File: config.mk
export PLATFORM = sky130hd
export DESIGN_NAME = shadow_regfile
export DESIGN_NICKNAME = d
export VERILOG_FILES = /design/src/rtl/shadow_rf_pkg.sv /design/src/rtl/srf_write_ctrl.sv /design/src/rtl/srf_bank.sv /design/src/rtl/srf_read_port.sv /design/src/rtl/shadow_regfile.sv
export SDC_FILE = /design/constraint.sdc
export NUM_CORES = 2
export LEC_CHECK = 0
export BUFFER_PORTS_ARGS = -buffer_cell sky130_fd_sc_hd__buf_4
export CORE_MARGIN = 4
export CORE_UTILIZATION = 40
export DETAILED_ROUTE_END_ITERATION = 6
export GPL_TIMING_DRIVEN = 0
export HOLD_SLACK_MARGIN = 0.08
export PLACE_DENSITY = 0.67
export SYNTH_ARGS = -nofsm -noshare
export SYNTH_HDL_FRONTEND = slang
export SYNTH_HIERARCHICAL = 1
export SYNTH_SLANG_ARGS = --single-unit
File: constraint.sdc
create_clock -name clk -period 2.23 [get_ports clk]
set_input_delay 0.223 -clock clk [delete_from_list [all_inputs] [get_ports clk]]
set_output_delay 0.223 -clock clk [all_outputs]
set_load 0.03 [all_outputs]
File: src/rtl/shadow_rf_pkg.sv
package shadow_rf_pkg;

    localparam int RF_DATA_W    = 32;
    localparam int RF_NUM_REGS  = 32;
    localparam int RF_NUM_BANKS = 2;

    // Which bank-select input an access follows
    typedef enum logic {
        SET_CURRENT  = 1'b0,
        SET_PREVIOUS = 1'b1
    } set_src_e;

    function automatic int sel_bits(input int n);
        return (n > 1) ? $clog2(n) : 1;
    endfunction

endpackage

File: src/rtl/srf_write_ctrl.sv
module srf_write_ctrl
    import shadow_rf_pkg::*;
#(
    parameter int DATA_W   = RF_DATA_W,
    parameter int IDX_W    = 5,
    parameter int BSEL_W   = 1,
    parameter int LINK_IDX = 31
) (
    input  logic              clk,
    input  logic              rst_n,
    input  logic              wr_en,
    input  logic              wr_link,
    input  logic              wr_prev,
    input  logic [IDX_W-1:0]  wr_idx,
    input  logic [DATA_W-1:0] wr_data,
    input  logic [BSEL_W-1:0] cur_set,
    input  logic [BSEL_W-1:0] prev_set,
    output logic              wfire,
    output logic [BSEL_W-1:0] wbank,
    output logic [IDX_W-1:0]  widx,
    output logic [DATA_W-1:0] wdata
);

    localparam logic [IDX_W-1:0] LINK_SEL = IDX_W'(LINK_IDX);

    set_src_e src;

    always_comb begin
        src   = set_src_e'(wr_prev);
        widx  = wr_link ? LINK_SEL : wr_idx;
        wdata = wr_data;
        unique case (src)
            SET_CURRENT:  wbank = cur_set;
            SET_PREVIOUS: wbank = prev_set;
            default:      wbank = cur_set;
        endcase
        wfire = (wr_en || wr_link) && (widx != '0);
    end


    link_route_chk: assert property (@(posedge clk) disable iff (!rst_n)
        wr_link |-> (wfire && widx == LINK_SEL));


    idle_quiet_chk: assert property (@(posedge clk) disable iff (!rst_n)
        (!wr_en && !wr_link) |-> !wfire);

endmodule

File: src/rtl/srf_bank.sv
module srf_bank
    import shadow_rf_pkg::*;
#(
    parameter int DATA_W   = RF_DATA_W,
    parameter int NUM_REGS = RF_NUM_REGS,
    parameter int IDX_W    = 5,
    parameter int NUM_RD   = 2
) (
    input  logic                           clk,
    input  logic                           rst_n,
    input  logic                           we,
    input  logic [IDX_W-1:0]               widx,
    input  logic [DATA_W-1:0]              wdata,
    input  logic [NUM_RD-1:0][IDX_W-1:0]   rd_idx,
    output logic [NUM_RD-1:0][DATA_W-1:0]  rd_data
);

    logic [NUM_REGS-1:0][DATA_W-1:0] regs;
    logic                            idx_ok;

    assign idx_ok = (widx != '0) && (int'(widx) < NUM_REGS);

    always_ff @(posedge clk or negedge rst_n) begin
        if (!rst_n) begin
            regs <= '0;
        end else if (we && idx_ok) begin
            regs[widx] <= wdata;
        end
    end

    for (genvar p = 0; p < NUM_RD; p++) begin : g_rd
        always_comb begin
            if (rd_idx[p] == '0 || int'(rd_idx[p]) >= NUM_REGS) begin
                rd_data[p] = '0;
            end else begin
                rd_data[p] = regs[rd_idx[p]];
            end
        end
    end


    bank_reset_chk: assert property (@(posedge clk)
        !rst_n |=> (regs == '0));


    bank_hold_chk: assert property (@(posedge clk) disable iff (!rst_n)
        !we |=> $stable(regs));


    bank_commit_chk: assert property (@(posedge clk) disable iff (!rst_n)
        (we && widx != '0) |=> (regs[$past(widx)] == $past(wdata)));

endmodule

File: src/rtl/srf_read_port.sv
module srf_read_port
    import shadow_rf_pkg::*;
#(
    parameter int DATA_W    = RF_DATA_W,
    parameter int IDX_W     = 5,
    parameter int BSEL_W    = 1,
    parameter int NUM_BANKS = RF_NUM_BANKS
) (
    input  logic                             clk,
    input  logic                             rst_n,
    input  logic                             use_prev,
    input  logic [IDX_W-1:0]                 idx,
    input  logic [BSEL_W-1:0]                cur_set,
    input  logic [BSEL_W-1:0]                prev_set,
    input  logic [NUM_BANKS-1:0][DATA_W-1:0] bank_words,
    input  logic                             wfire,
    input  logic [BSEL_W-1:0]                wbank,
    input  logic [IDX_W-1:0]                 widx,
    input  logic [DATA_W-1:0]                wdata,
    output logic [DATA_W-1:0]                rdata
);

    set_src_e          src;
    logic [BSEL_W-1:0] sel_bank;
    logic [DATA_W-1:0] stored;
    logic              hit;

    always_comb begin
        src = set_src_e'(use_prev);
        unique case (src)
            SET_CURRENT:  sel_bank = cur_set;
            SET_PREVIOUS: sel_bank = prev_set;
            default:      sel_bank = cur_set;
        endcase
        stored = '0;
        for (int b = 0; b < NUM_BANKS; b++) begin
            if (sel_bank == BSEL_W'(b)) begin
                stored = bank_words[b];
            end
        end
        hit = wfire && (wbank == sel_bank) && (widx == idx) && (idx != '0);
        if (idx == '0) begin
            rdata = '0;
        end else if (hit) begin
            rdata = wdata;
        end else begin
            rdata = stored;
        end
    end


    rd_zero_chk: assert property (@(posedge clk) disable iff (!rst_n)
        (idx == '0) |-> (rdata == '0));


    rd_prev_chk: assert property (@(posedge clk) disable iff (!rst_n)
        (use_prev && !wfire && idx != '0) |-> (rdata == bank_words[prev_set]));

endmodule

File: src/rtl/shadow_regfile.sv
module shadow_regfile
    import shadow_rf_pkg::*;
#(
    parameter  int DATA_W    = RF_DATA_W,
    parameter  int NUM_REGS  = RF_NUM_REGS,
    parameter  int NUM_BANKS = RF_NUM_BANKS,
    localparam int IDX_W     = $clog2(NUM_REGS),
    localparam int BSEL_W    = sel_bits(NUM_BANKS)
) (
    input  logic              clk,
    input  logic              rst_n,
    input  logic [BSEL_W-1:0] cur_set,
    input  logic [BSEL_W-1:0] prev_set,
    input  logic              wr_en,
    input  logic              wr_link,
    input  logic              wr_prev,
    input  logic [IDX_W-1:0]  wr_idx,
    input  logic [DATA_W-1:0] wr_data,
    input  logic              ra_prev,
    input  logic [IDX_W-1:0]  ra_idx,
    output logic [DATA_W-1:0] ra_data,
    input  logic              rb_prev,
    input  logic [IDX_W-1:0]  rb_idx,
    output logic [DATA_W-1:0] rb_data
);

    localparam int NUM_RD   = 2;
    localparam int LINK_IDX = NUM_REGS - 1;

    logic              wfire;
    logic [BSEL_W-1:0] wbank;
    logic [IDX_W-1:0]  widx;
    logic [DATA_W-1:0] wdata;

    logic [NUM_RD-1:0][IDX_W-1:0]                    port_idx;
    logic [NUM_RD-1:0]                               port_prev;
    logic [NUM_RD-1:0][DATA_W-1:0]                   port_data;
    logic [NUM_BANKS-1:0][NUM_RD-1:0][DATA_W-1:0]    bank_rd;
    logic [NUM_RD-1:0][NUM_BANKS-1:0][DATA_W-1:0]    port_words;

    assign port_idx  = {rb_idx, ra_idx};
    assign port_prev = {rb_prev, ra_prev};
    assign ra_data   = port_data[0];
    assign rb_data   = port_data[1];

    srf_write_ctrl #(
        .DATA_W   (DATA_W),
        .IDX_W    (IDX_W),
        .BSEL_W   (BSEL_W),
        .LINK_IDX (LINK_IDX)
    ) u_wctl (
        .clk      (clk),
        .rst_n    (rst_n),
        .wr_en    (wr_en),
        .wr_link  (wr_link),
        .wr_prev  (wr_prev),
        .wr_idx   (wr_idx),
        .wr_data  (wr_data),
        .cur_set  (cur_set),
        .prev_set (prev_set),
        .wfire    (wfire),
        .wbank    (wbank),
        .widx     (widx),
        .wdata    (wdata)
    );

    for (genvar b = 0; b < NUM_BANKS; b++) begin : g_bank
        logic bank_we;
        assign bank_we = wfire && (wbank == BSEL_W'(b));

        srf_bank #(
            .DATA_W   (DATA_W),
            .NUM_REGS (NUM_REGS),
            .IDX_W    (IDX_W),
            .NUM_RD   (NUM_RD)
        ) u_bank (
            .clk     (clk),
            .rst_n   (rst_n),
            .we      (bank_we),
            .widx    (widx),
            .wdata   (wdata),
            .rd_idx  (port_idx),
            .rd_data (bank_rd[b])
        );
    end

    always_comb begin
        for (int p = 0; p < NUM_RD; p++) begin
            for (int b = 0; b < NUM_BANKS; b++) begin
                port_words[p][b] = bank_rd[b][p];
            end
        end
    end

    for (genvar p = 0; p < NUM_RD; p++) begin : g_port
        srf_read_port #(
            .DATA_W    (DATA_W),
            .IDX_W     (IDX_W),
            .BSEL_W    (BSEL_W),
            .NUM_BANKS (NUM_BANKS)
        ) u_port (
            .clk        (clk),
            .rst_n      (rst_n),
            .use_prev   (port_prev[p]),
            .idx        (port_idx[p]),
            .cur_set    (cur_set),
            .prev_set   (prev_set),
            .bank_words (port_words[p]),
            .wfire      (wfire),
            .wbank      (wbank),
            .widx       (widx),
            .wdata      (wdata),
            .rdata      (port_data[p])
        );
    end


    ra_bypass_chk: assert property (@(posedge clk) disable iff (!rst_n)
        (wr_en && !wr_link && !wr_prev && !ra_prev && wr_idx == ra_idx && ra_idx != '0)
        |-> (ra_data == wr_data));


    ra_link_fwd_chk: assert property (@(posedge clk) disable iff (!rst_n)
        (wr_link && wr_prev == ra_prev && ra_idx == IDX_W'(LINK_IDX))
        |-> (ra_data == wr_data));

endmodule

# After elaboration in Yosys (flattened, before gate mapping)
# Index checks and enable logic that the tools add are counted.
# op_classes
n_lt_le_gt_ge	4
n_eq_ne	4
mux	22
bitwise	4
reduce_logical	18
# ops
op	n
bitwise mux 1024 bit	2
binary-select mux 32 bit (select 5 bit)	4
2-to-1 mux 32 bit	11
demux 32 bit (select 5 bit)	1
less-than comparator 5 x 6 -> 1 bit (second input constant)	3
nonzero test 5 bit	3
logical AND 1 bit	12
== test 5 bit	2
logical NOT 5 bit	2
one-hot mux 1 bit (2 select lines)	3
>= comparator 5 x 1 -> 1 bit (second input constant)	1
2-to-1 mux 5 bit	1
inverter 1 bit	4
== test 1 bit	2
logical OR 1 bit	1
# totals
register_bits	2048
input_bits	56
out_inout_bits	64
elab_cells	116

# Longest topological paths before layout
# logic_depth
word_depth	8
ltp_mapped	10
depth_no_buf	7

# Cells and area by module
# The synthesis kept the hierarchy.
# modules_own_cells
module	instances	cells_each	area_per_inst_um2	seq_area_each_um2
srf_bank (g_bank[1].u_bank)	1	3612	54969.0	25624.6
srf_bank (g_bank[0].u_bank)	1	3613	54916.4	25624.6
srf_read_port	2	168	1147.4	0.0
srf_write_ctrl	1	40	299.0	0.0
shadow_regfile	1	2	16.3	0.0

# Worst setup path after synthesis
# No wires, ideal clock.
# synth_path
kind	input-to-output
startpoint	in ra_idx[0]
endpoint	out ra_data[3]
arrival_ns	2.314
t_required_ns	2.007
slack_ns	-0.307
path_stages	10
n_path_buf	3
path_cell_list	buf_4 -> buf_8 -> and2b_4 -> buf_6 -> a221oi_1 -> o21ai_0 -> a311oi_1 -> mux2_2 -> a31oi_1 -> nor3_1
# synth_rtl
item	line	source
start: declaration	shadow_regfile.sv:20	input logic [IDX_W-1:0] ra_idx,
end: declaration	shadow_regfile.sv:21	output logic [DATA_W-1:0] ra_data,

==> run_results.csv <==
group,metric,value,unit
final_layout,largestRegisters,"g_bank.u_bank/regs (2048)",
floorplan,rows,194,
clock_tree,insertion_delay,0.90,ns
power,pwr-share-seq,0.428,
yosys,syn_inst,7603,
worst_setup_path,crit_start,"rb_idx[4]",
power,p_leak,57.0,nW
worst_setup_path,max_stage_delay,0.64,ns
floorplan,die_h,538,um
worst_setup_path,cp_cell_sequence,"buf_4 -> buf_2 -> nand2b_1 -> clkbuf_1 -> o21ai_1 -> a311oi_2 -> mux2_4 -> a31oi_1 -> nor3_2 -> buf_4",
routing,drc_errors,1,
yosys,synth_seq_cells,2048,
routing,drtPass1Iterations,7,
routing,vias,79553,
yosys,ys_seq_area_frac,0.456,
power,p_sw,0.0326,W
floorplan,die_x,538,um
sta,skew,0,ns
yosys,synth_area_leaders,"dfrtp_1 46%, mux2_2 21%, mux4_2 18%",
yosys,synth-edff-count,0,
worst_setup_path,crit_arrival,3.71,ns
final_layout,area_delta_synth_final,18.5,%
worst_setup_path,critPathMaxFanout,10,
grt,grt_pass1_vias,81103,
power,internal_power,0.0766,W
status,status,"finished, violations left",
grt,grt_pass1_wl,638000,um
clock_tree,clockBufferDepth,4,
sta,period_needed,3.94,ns
floorplan,start_util,0.402,
yosys,yosysWarnings,6,
power,pwr-share-clk,0.351,
sta,worst_hold_slack,-0.744,ns
placed_design,port_buffers,87,
clock_tree,tritoncts,"done",
power,power_density,819,nW/um^2
routing,wire_per_inst,38.7,um
worst_setup_path,startpoint_type,"input pin",
yosys,syn-cell-area,112000,um^2
placed_design,finalWeightedCongestion,0.989,
worst_setup_path,r2r_cells,2,
status,violations,"DRC, hold timing, capacitance limit, slew limit, setup timing",
grt,grtUsageTotal,0.309,
run,cap_violations,3,
power,ir_drop,0.714,mV
sta,rsz0062_at_grt,"yes",
placed_design,dp_hpwl,332000,um
yosys,syn_nets,7659,
worst_setup_path,crit_top_cell,"buf_4",
placed_design,postPlaceCellArea,119000,um^2
clock_tree,path_clk_slew,0.06,ns
sta,fmax,254,MHz
yosys,async_flop_share,1.00,
final_layout,layout-drive-gt1-share,0.582,
grt,grt-ovfl-total,0,
yosys,ys.flop_type,"dfrtp_1",
power,power.combinational.fraction,0.221,
worst_setup_path,crit_path_end_kind,"output port",
power,swShare,0.299,
worst_setup_path,crit_slowest_cell,"clkbuf_1",
worst_setup_path,crit-reg2reg-launch,"g_bank[0].u_bank/regs[405]",
clock_tree,cts.sinks,2048,
sta,tightestPinTransition,1.58,ns
sta,finalWorstSetupSlack,-1.71,ns
final_layout,largest-register,"g_bank.u_bank/regs",
min_path,hold_class,"in2async",
yosys,yosysTopAreaCellShare,0.456,
grt,antenna_found_initial,29,
worst_setup_path,rrSetupSlack,1.29,ns
sta,drv_slew,33,
clock_tree,cts_max_level,4,
yosys,synth_cell_types,52,
grt,grt_max_degree,190,
floorplan,coreArea,280000,um^2
routing,viasPerCell,6.69,
floorplan,ioPinCount,120,
worst_setup_path,path_class,"in2out",
clock_tree,cts_buffers,221,
clock_tree,cts_root_buf,"clkbuf_16",
final_layout,largest_register_ffs,2048,
yosys,syn_area_per_cell,14.8,um^2
worst_setup_path,cp.required,2.01,ns
sta,hold_viol,246,
routing,ant_nets,0,
sta,finalCritPeriodShare,1.76,
sta,relSlewSlack,-0.0536,
final_layout,nets,8040,
routing,wl,460000,um
floorplan,die_area,290000,um^2
final_layout,stdcell_area,133000,um^2
sta,setup_violations,614,
routing,drt_iter0_markers,10136,
yosys,synth_top_area_cell,"dfrtp_1",
[metal layers]
layer,vias up,track usage,wire (um)
met5,-,0,54
met4,10,0.205,36000
li1,30275,-,-
met3,1410,0.0872,49100
met1,42629,0.385,166000
met2,5229,0.472,208000
[cells by family (layout without fill, tap and decap cells)]
kind of cell / Yosys count / after routing / share of synthesized area
mux: 3331 / 3331 / 0.421
xor+xnor: 14 / 14 / 0.00109
flops: 2048 / 2048 / 0.456
buf+inv: 936 / 1486 / 0.0487
simple gates: 474 / 474 / 0.0235
compound gates: 800 / 800 / 0.0506
other cells: 0 / 10 / 0
[worst max-delay path: cells and delay by family]
kind	cells	cell delay (ns)
buffers and inverters	4	1.46
AO/OA/AOI/OAI	3	0.79
AND/OR/NAND/NOR	2	0.95
multiplexers	1	0.26
[cells in the final DEF, fill, tap and decap left out, drive strengths merged, types with 10 or more instances in the layout]
cell type    instances
dlygate4sd3         38
clkinvlp            11
buf                647
mux2              2177
nor2                48
clkbuf             716
nor3                66
clkinv              47
bufinv              21
or2                 11
o21ai              223
o2111ai             33
nor4                64
a22oi              128
mux2i              258
a221oi              95
dfrtp             2048
nand2              100
xnor2               12
a311oi             128
a31oi               64
nor2b              135
a211oi             128
diode               10
mux4               896
[power by group through the flow]
stage                     clock network, W  registers, W  logic, W
after global routing                0.0402        0.0472    0.0250
after global placement                   0        0.0466    0.0205
after floorplan                          0        0.0456    0.0142
final                               0.0383        0.0467    0.0241
after CTS                           0.0387        0.0465    0.0231
after detailed placement                 0        0.0471    0.0211
[per-stage QoR]
step / cells / setup slack, ns / util / total power (W) / TNS (ns)
2_1_floorplan: 7603 / -0.0752 / - / 0.0598 / -3.56
3_3_place_gp: 11414 / -24.63 / 0.423 / 0.0671 / -
3_5_place_dp: 11426 / -2.98 / 0.425 / 0.0682 / -2570.63
4_1_cts: 11849 / -1.51 / 0.470 / 0.108 / -96.44
5_1_grt: 11880 / -1.52 / 0.477 / 0.112 / -92.65
6_report: 11887 / -1.71 / 0.477 / 0.109 / -115.81
[synth_stat cells (6+ instances only)]
cell type	number
a221oi_1	95
nor2b_1	132
nand3b_1	8
clkbuf_1	392
o21ai_0	50
mux4_2	895
a211oi_1	128
o2111ai_1	33
a311oi_1	128
a22oi_1	128
mux2_1	84
nor3_1	66
buf_4	163
buf_6	132
nor4_1	64
buf_2	236
nor2_2	21
mux2i_1	256
dfrtp_1	2048
o21ai_1	173
xnor2_1	12
mux2_2	2093
and2_1	6
nor3b_1	8
or2_1	9
nor2_1	27
a31oi_1	64
nand2_1	100
[final timing paths]
path / to
setup / recovery: rb_data[13]
hold / removal: g_bank[0].u_bank/regs[153]
setup reg to reg: g_bank[0].u_bank/regs[405]
hold reg to reg: g_bank[1].u_bank/regs[28]
max in group asynchronous: g_bank[1].u_bank/regs[647]
min in group clk: g_bank[0].u_bank/regs[366]
[final cells by class]
type                            instances  area (um^2)
Timing Repair Buffer                  166         1910
Antenna cell                           10         25.0
Buffer                                924         6010
Clock inverter                         81          987
Sequential cell                      2048        51200
Multi-Input combinational cell       4619        62000
Clock buffer                          311         6400
Fill cell                           23897       146000
Tap cell                             3724         4660
Inverter                                4         15.0
[timing repair]
item / CTS / global route
endpoints found under the hold margin: 322 / 152
gates cloned: 0 / 4
hold buffers: 34 / 7
gates resized for setup: 977 / 288
setup buffers: 3 / 18
pin swaps: 183 / 113
endpoints found under the setup margin: 1337 / 1006
(Power assumes the default switching activity.)
